[config.mk]
export PLATFORM = sky130hd
export DESIGN_NAME = ttx_req_gen
export DESIGN_NICKNAME = d
export VERILOG_FILES = /design/src/rtl/ttx_pkg.sv /design/src/rtl/ttx_line_sel.sv /design/src/rtl/ttx_pacer.sv /design/src/rtl/ttx_bit_capture.sv /design/src/rtl/ttx_req_gen.sv
export SDC_FILE = /design/constraint.sdc
export NUM_CORES = 1
export LEC_CHECK = 0
export BUFFER_PORTS_ARGS = -buffer_cell sky130_fd_sc_hd__buf_2
export CAP_MARGIN = 10
export CORE_UTILIZATION = 35
export DETAILED_ROUTE_END_ITERATION = 6
export HOLD_SLACK_MARGIN = 0.06
export SLEW_MARGIN = 20
export SYNTH_ARGS = -nofsm -noshare
export SYNTH_HDL_FRONTEND = slang
export SYNTH_HIERARCHICAL = 1
export SYNTH_SLANG_ARGS = --single-unit
[constraint.sdc]
create_clock -name clk -period 3.5 [get_ports clk]
set_input_delay 0.525 -clock clk [delete_from_list [all_inputs] [get_ports clk]]
set_output_delay 0.525 -clock clk [all_outputs]
set_load 0.02 [all_outputs]
[src/rtl/ttx_pkg.sv]
`timescale 1ns/1ps
package ttx_pkg;

  typedef enum logic [1:0] {
    TTX_625_WST = 2'd0,
    TTX_525_WST = 2'd1,
    TTX_NA_BCST = 2'd2,
    TTX_RSVD    = 2'd3
  } ttx_mode_e;

endpackage

[src/rtl/ttx_line_sel.sv]
`timescale 1ns/1ps
module ttx_line_sel #(
  parameter int LINE_W = 10,
  parameter int MASK_N = 32
) (
  input  logic              clk,
  input  logic              rst_n,
  input  logic              line_start,
  input  logic              field,
  input  logic [LINE_W-1:0] line_num,
  input  logic [LINE_W-1:0] first_line,
  input  logic [MASK_N-1:0] mask_f0,
  input  logic [MASK_N-1:0] mask_f1,
  output logic              sel_q
);
  localparam int IDX_W = $clog2(MASK_N);

  logic [LINE_W-1:0] diff;
  logic              in_range;
  logic [IDX_W-1:0]  idx;
  logic              mask_bit;
  logic              sel_d;

  always_comb begin
    diff     = line_num - first_line;
    in_range = (line_num >= first_line) && (32'(diff) < MASK_N);
    idx      = diff[IDX_W-1:0];
    mask_bit = field ? mask_f1[idx] : mask_f0[idx];
    sel_d    = sel_q;
    if (line_start) sel_d = in_range && mask_bit;
  end

  always_ff @(posedge clk or negedge rst_n) begin
    if (!rst_n) sel_q <= 1'b0;
    else        sel_q <= sel_d;
  end

  // selection only moves at a line start
  a_r2_sel_hold: assert property (@(posedge clk) disable iff (!rst_n)
    !line_start |=> $stable(sel_q));

endmodule

[src/rtl/ttx_pacer.sv]
`timescale 1ns/1ps
module ttx_pacer
  import ttx_pkg::*;
#(
  parameter int ACC_W    = 16,
  parameter int HCNT_W   = 12,
  parameter int INC_625  = 16839,
  parameter int INC_525  = 13902,
  parameter int INC_NA   = 13902,
  parameter int LEN_625  = 360,
  parameter int LEN_525  = 296,
  parameter int LEN_NA   = 288
) (
  input  logic              clk,
  input  logic              rst_n,
  input  logic              line_start,
  input  logic              line_sel,
  input  logic              cfg_en,
  input  logic              cfg_clk_out,
  input  logic [1:0]        cfg_mode,
  input  logic [HCNT_W-1:0] cfg_hoffs,
  output logic              req_q,
  output logic              req_evt,
  output logic              win_q
);
  localparam int LEN_MAX = (LEN_625 > LEN_525) ?
                           ((LEN_625 > LEN_NA) ? LEN_625 : LEN_NA) :
                           ((LEN_525 > LEN_NA) ? LEN_525 : LEN_NA);
  localparam int CNT_W = $clog2(LEN_MAX + 1);
  localparam logic [HCNT_W-1:0] HC_MAX = '1;

  logic [HCNT_W-1:0] hcnt_q, hcnt_d;
  logic              armed_q, armed_d;
  logic              win_d;
  logic [ACC_W-1:0]  acc_q, acc_d;
  logic [CNT_W-1:0]  cnt_q, cnt_d;
  logic              req_d;
  logic              mode_clk_q;
  logic [ACC_W-1:0]  inc_sel;
  logic [CNT_W-1:0]  len_sel;
  logic              mode_ok;
  logic [ACC_W:0]    sum;
  logic              fire;
  logic              open_win;

  ttx_mode_e mode;
  assign mode = ttx_mode_e'(cfg_mode);

  always_comb begin
    mode_ok = 1'b1;
    case (mode)
      TTX_625_WST: begin inc_sel = ACC_W'(INC_625); len_sel = CNT_W'(LEN_625); end
      TTX_525_WST: begin inc_sel = ACC_W'(INC_525); len_sel = CNT_W'(LEN_525); end
      TTX_NA_BCST: begin inc_sel = ACC_W'(INC_NA);  len_sel = CNT_W'(LEN_NA);  end
      default: begin inc_sel = '0; len_sel = '0; mode_ok = 1'b0; end
    endcase
  end

  always_comb begin
    open_win = armed_q && !line_start && (hcnt_q == cfg_hoffs) && line_sel &&
               cfg_en && !cfg_clk_out && mode_ok;

    hcnt_d = hcnt_q;
    if (line_start)            hcnt_d = '0;
    else if (hcnt_q != HC_MAX) hcnt_d = hcnt_q + 1'b1;

    armed_d = armed_q;
    win_d   = win_q;
    acc_d   = acc_q;
    cnt_d   = cnt_q;
    fire    = 1'b0;
    sum     = {1'b0, acc_q} + {1'b0, inc_sel};

    if (win_q) begin
      acc_d = sum[ACC_W-1:0];
      if (sum[ACC_W]) begin
        fire  = 1'b1;
        cnt_d = cnt_q + 1'b1;
        if (CNT_W'(cnt_q + 1'b1) == len_sel) win_d = 1'b0;
      end
    end

    if (open_win) begin
      win_d   = 1'b1;
      acc_d   = '0;
      cnt_d   = '0;
      armed_d = 1'b0;
    end

    if (line_start) armed_d = 1'b1;

    if (line_start || !cfg_en || cfg_clk_out) begin
      win_d = 1'b0;
      fire  = 1'b0;
    end

    req_d = cfg_clk_out ? ~req_q : fire;
  end

  always_ff @(posedge clk or negedge rst_n) begin
    if (!rst_n) begin
      hcnt_q     <= '0;
      armed_q    <= 1'b0;
      win_q      <= 1'b0;
      acc_q      <= '0;
      cnt_q      <= '0;
      req_q      <= 1'b0;
      mode_clk_q <= 1'b0;
    end else begin
      hcnt_q     <= hcnt_d;
      armed_q    <= armed_d;
      win_q      <= win_d;
      acc_q      <= acc_d;
      cnt_q      <= cnt_d;
      req_q      <= req_d;
      mode_clk_q <= cfg_clk_out;
    end
  end

  assign req_evt = req_q && !mode_clk_q;

  // requests are isolated single-cycle pulses
  a_r4_single_pulse: assert property (@(posedge clk) disable iff (!rst_n)
    req_evt |=> !req_evt);
  // the request count never reaches the limit inside an open window
  a_r5_cnt_limit: assert property (@(posedge clk) disable iff (!rst_n)
    win_q |-> (cnt_q < len_sel));
  // a window only opens on a selected line
  a_r3_open_sel: assert property (@(posedge clk) disable iff (!rst_n)
    $rose(win_q) |-> line_sel);
  // disabling closes the window
  a_r7_off: assert property (@(posedge clk) disable iff (!rst_n)
    !cfg_en |=> !win_q);
  // clock mode carries no window and no request
  a_r8_alt: assert property (@(posedge clk) disable iff (!rst_n)
    cfg_clk_out |=> (!win_q && !req_evt));
  // a line start inside the window swallows that cycle's wrap
  a_r9_abort: assert property (@(posedge clk) disable iff (!rst_n)
    (line_start && win_q) |=> !req_evt);

endmodule

[src/rtl/ttx_bit_capture.sv]
`timescale 1ns/1ps
module ttx_bit_capture #(
  parameter int DLY_W = 4
) (
  input  logic             clk,
  input  logic             rst_n,
  input  logic             req_evt,
  input  logic [DLY_W-1:0] cfg_delay,
  input  logic             ttx_in,
  output logic             bit_q,
  output logic             vld_q
);
  localparam int DLY_MAX = (1 << DLY_W) - 1;

  logic [DLY_MAX-1:0] sr_q, sr_d;
  logic               tap;
  logic               bit_d;

  always_comb begin
    sr_d = {sr_q[DLY_MAX-2:0], req_evt};
    if (cfg_delay == '0) tap = req_evt;
    else                 tap = sr_q[cfg_delay - 1'b1];
    bit_d = tap ? ttx_in : bit_q;
  end

  always_ff @(posedge clk or negedge rst_n) begin
    if (!rst_n) begin
      sr_q  <= '0;
      bit_q <= 1'b0;
      vld_q <= 1'b0;
    end else begin
      sr_q  <= sr_d;
      bit_q <= bit_d;
      vld_q <= tap;
    end
  end

  // requests arrive at least three cycles apart, so the delay line is sparse
  a_r6_sparse: assert property (@(posedge clk) disable iff (!rst_n)
    $countones({sr_q[1:0], req_evt}) <= 1);
  // with a steady delay, strobes never come back to back
  a_r6_vld_iso: assert property (@(posedge clk) disable iff (!rst_n)
    vld_q ##1 $stable(cfg_delay) |-> !vld_q);

endmodule

[src/rtl/ttx_req_gen.sv]
`timescale 1ns/1ps
module ttx_req_gen #(
  parameter int LINE_W  = 10,
  parameter int MASK_N  = 32,
  parameter int HCNT_W  = 12,
  parameter int DLY_W   = 4,
  parameter int ACC_W   = 16,
  parameter int INC_625 = 16839,
  parameter int INC_525 = 13902,
  parameter int INC_NA  = 13902,
  parameter int LEN_625 = 360,
  parameter int LEN_525 = 296,
  parameter int LEN_NA  = 288
) (
  input  logic              clk,
  input  logic              rst_n,
  input  logic              line_start,
  input  logic              field,
  input  logic [LINE_W-1:0] line_num,
  input  logic              cfg_en,
  input  logic              cfg_clk_out,
  input  logic [1:0]        cfg_mode,
  input  logic [LINE_W-1:0] cfg_first_line,
  input  logic [MASK_N-1:0] cfg_mask_f0,
  input  logic [MASK_N-1:0] cfg_mask_f1,
  input  logic [HCNT_W-1:0] cfg_hoffs,
  input  logic [DLY_W-1:0]  cfg_delay,
  input  logic              ttx_in,
  output logic              req_o,
  output logic              bit_o,
  output logic              bit_vld_o,
  output logic              win_o
);
  logic rst_meta_q, rst_sync_q;
  logic sel_q;
  logic req_evt;

  always_ff @(posedge clk or negedge rst_n) begin
    if (!rst_n) begin
      rst_meta_q <= 1'b0;
      rst_sync_q <= 1'b0;
    end else begin
      rst_meta_q <= 1'b1;
      rst_sync_q <= rst_meta_q;
    end
  end

  ttx_line_sel #(.LINE_W(LINE_W), .MASK_N(MASK_N)) u_sel (
    .clk        (clk),
    .rst_n      (rst_sync_q),
    .line_start (line_start),
    .field      (field),
    .line_num   (line_num),
    .first_line (cfg_first_line),
    .mask_f0    (cfg_mask_f0),
    .mask_f1    (cfg_mask_f1),
    .sel_q      (sel_q)
  );

  ttx_pacer #(
    .ACC_W(ACC_W), .HCNT_W(HCNT_W),
    .INC_625(INC_625), .INC_525(INC_525), .INC_NA(INC_NA),
    .LEN_625(LEN_625), .LEN_525(LEN_525), .LEN_NA(LEN_NA)
  ) u_pace (
    .clk         (clk),
    .rst_n       (rst_sync_q),
    .line_start  (line_start),
    .line_sel    (sel_q),
    .cfg_en      (cfg_en),
    .cfg_clk_out (cfg_clk_out),
    .cfg_mode    (cfg_mode),
    .cfg_hoffs   (cfg_hoffs),
    .req_q       (req_o),
    .req_evt     (req_evt),
    .win_q       (win_o)
  );

  ttx_bit_capture #(.DLY_W(DLY_W)) u_cap (
    .clk       (clk),
    .rst_n     (rst_sync_q),
    .req_evt   (req_evt),
    .cfg_delay (cfg_delay),
    .ttx_in    (ttx_in),
    .bit_q     (bit_o),
    .vld_q     (bit_vld_o)
  );

  // outputs stay quiet while the synchronised reset is held
  a_r1_reset_quiet: assert property (@(posedge clk)
    !rst_sync_q |=> (!win_o && !bit_vld_o));

endmodule

==> Yosys cells after proc, flatten, opt, wreduce, memory -nomap -nowiden <==
Cells that the tools add are included.
{ "word_totals": {"register_bits": 61, "inputBits": 109} }
{ "classes": {"add_sub_neg": 5, "n_lt_le_gt_ge": 4, "eq_ne": 5, "mux": 29, "n_bitwise": 1, "n_reduce_logical": 24} }
{ "op_table": {"columns": ["cell", "n"], "rows": [
  ["$mux W16", 2],
  ["$pmux W15 S2", 1],
  ["$mux W9", 3],
  ["$pmux W9 S3", 1],
  ["$mux W12", 2],
  ["$add A16 B15 Y17", 1],
  ["$mux W1", 17],
  ["$add A12 B1 Y12 const B", 1],
  ["$eq A12 B12 Y1", 1],
  ["$ne A12 B12 Y1 const B", 1],
  ["$bmux W1 S5", 2],
  ["$ge A10 B10 Y1", 1],
  ["$lt A10 B6 Y1 const B", 1],
  ["$sub A10 B10 Y10", 1],
  ["$add A9 B1 Y9 const B", 1],
  ["$eq A9 B9 Y1", 1],
  ["$logic_and A1 B1 Y1", 9],
  ["$reduce_bool A2 Y1", 4],
  ["$lt A5 B6 Y1 const B", 1],
  ["$lt A4 B5 Y1 const B", 1],
  ["$bmux W1 S4", 1],
  ["$logic_not A1 Y1", 4],
  ["$logic_not A4 Y1", 1],
  ["$sub A4 B1 Y4 const B", 1],
  ["8 further kinds", 9]
]} }

==> Depth between registers and ports, before layout <==
{ "depth": {"word_depth": 9, "mapped_depth": 11} }

==> By module <==
Netlist, hierarchy kept.
{ "by_module_without_submodules": {"columns": ["mod", "n_inst", "cells_each", "area_each_um2", "seq_area_each_um2"], "rows": [
  ["ttx_pacer", 1, 315, 2895.3, 1026.0],
  ["ttx_line_sel", 1, 116, 1139.8, 25.0],
  ["ttx_bit_capture", 1, 40, 671.9, 425.4],
  ["ttx_req_gen", 1, 3, 53.8, 50.0]
]} }

==> Worst setup path after synthesis <==
No wires, ideal clock.
{ "synth_timing": {"path_type": "input -> register", "startpoint": "input cfg_mode[1]", "endpoint": "register u_pace.cnt_q[4]", "t_arrival_ns": 2.852, "required_time_ns": 3.422, "path_slack_ns": 0.570, "path_stages": 11, "path_buffers": 0, "cell_sequence": "inv_1 > ha_1 > ha_1 > inv_1 > fa_1 > nand2b_1 > a211o_1 > o211ai_4 > o211ai_2 > or3_1 > a21oi_1"} }
{ "synth_between": {"elab_chain_cells": 6} }
{ "synth_rtl": {"columns": ["item", "line_no", "source"], "rows": [
  ["start: declaration", "ttx_req_gen.sv:22", "input logic [1:0] cfg_mode,"],
  ["$eq A2 B1 Y1 (tied with other cells)", "ttx_pacer.sv:51", "case (mode)"],
  ["$reduce_or A2 Y1 (no source line) or $reduce_or A3 Y1 (tied branches)", null, null],
  ["$pmux W15 S2 or $mux W1 (tied branches)", "ttx_pacer.sv:51", null],
  ["$add A16 B15 Y17 or $logic_and A1 B1 Y1 (tied branches)", "ttx_pacer.sv:72, ttx_pacer.sv:61", null],
  ["$reduce_bool A2 Y1 (no source line)", null, null],
  ["$reduce_and A2 Y1 (no source line)", null, null],
  ["end signal: assignment", "ttx_pacer.sv:114", "cnt_q <= cnt_d;"],
  ["end: declaration", "ttx_pacer.sv:36", "logic [CNT_W-1:0] cnt_q, cnt_d;"]
]} }
Parallel ways exist; a longest one is shown, timed or not.
A chain may end at the register's enable or synchronous reset.

==> Worst setup path in the final report <==
{ "layout_timing": {"startpoint": "input cfg_mode[1]", "endpoint": "register u_pace.acc_q[14]"} }
{ "layout_between": {"elab_chain_cells": 6} }
{ "layout_rtl": {"columns": ["item", "line_no", "source"], "rows": [
  ["$eq A2 B1 Y1 or $eq A2 B2 Y1 (tied branches)", "ttx_pacer.sv:51", null],
  ["$reduce_or A2 Y1 (no source line)", null, null],
  ["$pmux W15 S2", "ttx_pacer.sv:51", null],
  ["$add A16 B15 Y17", "ttx_pacer.sv:72", "sum = {1'b0, acc_q} + {1'b0, inc_sel};"],
  ["$mux W16", "ttx_pacer.sv:74", "if (win_q) begin"],
  ["$mux W16", "ttx_pacer.sv:83", "if (open_win) begin"],
  ["end signal: assignment", "ttx_pacer.sv:105", "acc_q <= '0;"],
  ["end signal: assignment", "ttx_pacer.sv:113", "acc_q <= acc_d;"],
  ["end: declaration", "ttx_pacer.sv:35", "logic [ACC_W-1:0] acc_q, acc_d;"]
]} }
Parallel ways exist; a longest one is shown, timed or not. The select of a mux whose other input is x is not followed.

==> results.ini <==
[clock_tree]
cts_resized = 0
cts.sinks = 61
cts_tree = done
clock_latency_ps = 330
cts_made_buffers = 9
root_buffer = clkbuf_16
h-tree-depth = 3
postCtsSetupBuffers = 0
cts.clk_slew.worst_paths_ps = 50
clockBufferDepth = 2

[sta]
skew_ps = 4.93
relSlewSlack_pct = 56.2
worst_slack_ps = 637
period_needed_ps = 2860
worst_pin_slew_ps = 652
hold_viol = 0
fin_hold_ws_ps = 346
maxSlewViolCount = 0
fin_setup_tns_ps = 0
period_share_pct = 81.8
max_freq_mhz = 349
rsz0062_at_grt = no
finalSetupViolCount = 0

[yosys]
synth.avg_cell_area_sq_um = 10.0
synth-edff-count = 0
synth-compound-area-share_pct = 13.6
synthAdderAreaFrac_pct = 8.73
synth_top_family_by_area = simple AND/OR/NAND/NOR gates
synth.cell_area_sq_mm = 0.00476
synthCells = 474
async_reset_ff_share_pct = 100
synth_xor_area_share_pct = 8.57
synth_nets = 615
yosys_warnings = 6
synthFlopType = dfrtp_1
synth.distinct_cells = 75
synthMuxAreaShare_pct = 15.2
synth_seq_cells = 61
seq_area_frac_synth_pct = 32.1
yosys.area_share.simple_pct = 17.8

[finish]
syn2layout_area_growth_pct = 22.4
drive_above_1_share_pct = 29.3
final_cell_mix = buf_2 (112), dfrtp_1 (60), nor2_1 (51)
antenna_cells = 0
nFillCells = 1272
nets = 733
stdcell_count = 773
mostFrequentLayoutCell = buf_2

[detailed_routing]
drc_errors = 0
drt-total-wl_microns = 11100
first_pass_iters = 4
drt_iter0_drc = 197
ant_nets = 0
num_vias = 4096
drt-wirelength-per-cell_microns = 14.4
viasPerCell = 5.30

[floorplanning]
ios = 113
die_height_microns = 119
fp-row-count = 42
dieArea_sq_mm = 0.0141
die_x_microns = 119
core_sq_mm = 0.0132
start_util_pct = 36.0

[worst_setup_path]
start_kind = input port
crit_chain = buf_2 -> inv_1 -> ha_1 -> ha_1 -> inv_1 -> fa_1 -> nand2b_1 -> a211o_1 -> o211ai_4 -> o21ai_1 -> a2111oi_0 -> or3_1
path_buf_inv = 3
crit_fanout = 7
required_ps = 3770
r2r_slack_ps = 840
crit_path_max_incr_delay_ps = 450
endpoint_kind = flop
crit_arrival_ps = 3130
critical_path_class = in2reg
crit_family = compound AO/OA/AOI/OAI gates
cpMaxStageDelayCell = a2111oi_0

[power]
pwr_density_cell_mw_per_mm2 = 361
p_leak_uw = 0.00273
vdd_drop_max_v = 0.000166

[hold_path]
min_path_type = reg2async

[placed_design]
place_ws_ps = 323
io_buffers = 112
dp.cells = 756
hpwlAfterDp_microns = 8810
place_congestion = 0.855

[global_routing]
track_usage_pct = 16.8
grt_pass1_vias = 4100
grt-ovfl-total = 0
grt_pass1_wl_microns = 19100
grt_max_degree = 48
antenna_found_initial = 0

[flow_run]
cap_violations = 0

[outcome]
run_status = completed

[state kept, by name (all words and copies together), names as in the netlist]
register / cells
rst_meta_q: 1
rst_sync_q: 1
u_cap/bit_q: 1
u_cap/sr_q: 15
u_cap/vld_q: 1
u_pace/acc_q: 16
u_pace/armed_q: 1
u_pace/cnt_q: 9
u_pace/hcnt_q: 12
u_pace/mode_clk_q: 1
u_pace/req_q: 1
u_pace/win_q: 1
u_sel/sel_q: 1
[power breakdown]
part / total, uW / switching [uW] / internal [uW]
registers: 748 / 21.5 / 726
logic: 472 / 223 / 249
clock network: 885 / 316 / 570
total: 2110 / 560 / 1540
[cell type report]
class                           count  area, sq um  share of cell area (%)
Clock buffer                       11          243                    4.16
Clock inverter                      5         60.1                    1.03
Inverter                           28          105                    1.80
Tap cell                          176          220                    3.78
Multi-Input combinational cell    371         3040                    52.2
Timing Repair Buffer              121          631                    10.8
Sequential cell                    61         1530                    26.3
[what timing repair did]
action | 4_1_cts | 5_1_grt
hold buffers | 1 | 0
setup endpoints to repair | 0 | 0
endpoints found under the hold margin | 2 | 0
[synth_stat cells, drive strengths merged (9+ instances only)]
cell type | instances | area share [%]
nand3 | 12 | 1.3
buf | 9 | 1.5
mux4 | 19 | 9.4
nand2 | 29 | 2.3
a21oi | 21 | 2.2
mux2i | 20 | 4.2
inv | 28 | 2.2
ha | 30 | 7.9
nor3 | 11 | 1.3
dfrtp | 61 | 32
xor2 | 22 | 4.0
nand4 | 11 | 1.4
xnor2 | 22 | 4.5
o21ai | 17 | 1.8
nor2 | 52 | 4.3
[final timing paths]
check,end,from,cells past startpoint
setup / recovery,u_pace/acc_q[14],cfg_mode[1],12
hold / removal,u_cap/sr_q[12],rst_sync_q,0
setup reg to reg,u_pace/acc_q[14],u_pace/acc_q[0],9
hold reg to reg,u_cap/sr_q[12],rst_sync_q,0
max in group asynchronous,u_pace/acc_q[10],rst_sync_q,1
min in group clk,u_pace/mode_clk_q,cfg_clk_out,1
[cell families (layout without fill, tap and decap cells)]
logic type,after synthesis,in the layout
AOI/OAI and AO/OA,90,90
xor gates and xnor gates,44,44
adders and majority gates,32,32
buffers and inverters,42,165
DFF,61,61
muxes,45,45
other,1,1
and+or+nand+nor,159,159
[per-stage QoR]
step	util (%)	total power, uW	area (sq um)
5_1_grt	44.0	2230	5830
3_5_place_dp	41.6	1230	5510
6_report	44.0	2110	5830
3_3_place_gp	41.6	1220	5510
4_1_cts	44.0	2140	5830
2_1_floorplan	-	1100	4760
[layer usage]
layer	up-vias	global-route usage, %	wire length (microns)
met5	-	0	0
met4	0	4.98	117
met3	8	2.80	623
met2	149	30.4	5550
met1	1961	20.1	4840
li1	1978	-	-
Note: power is estimated with default switching activity, not from simulation.
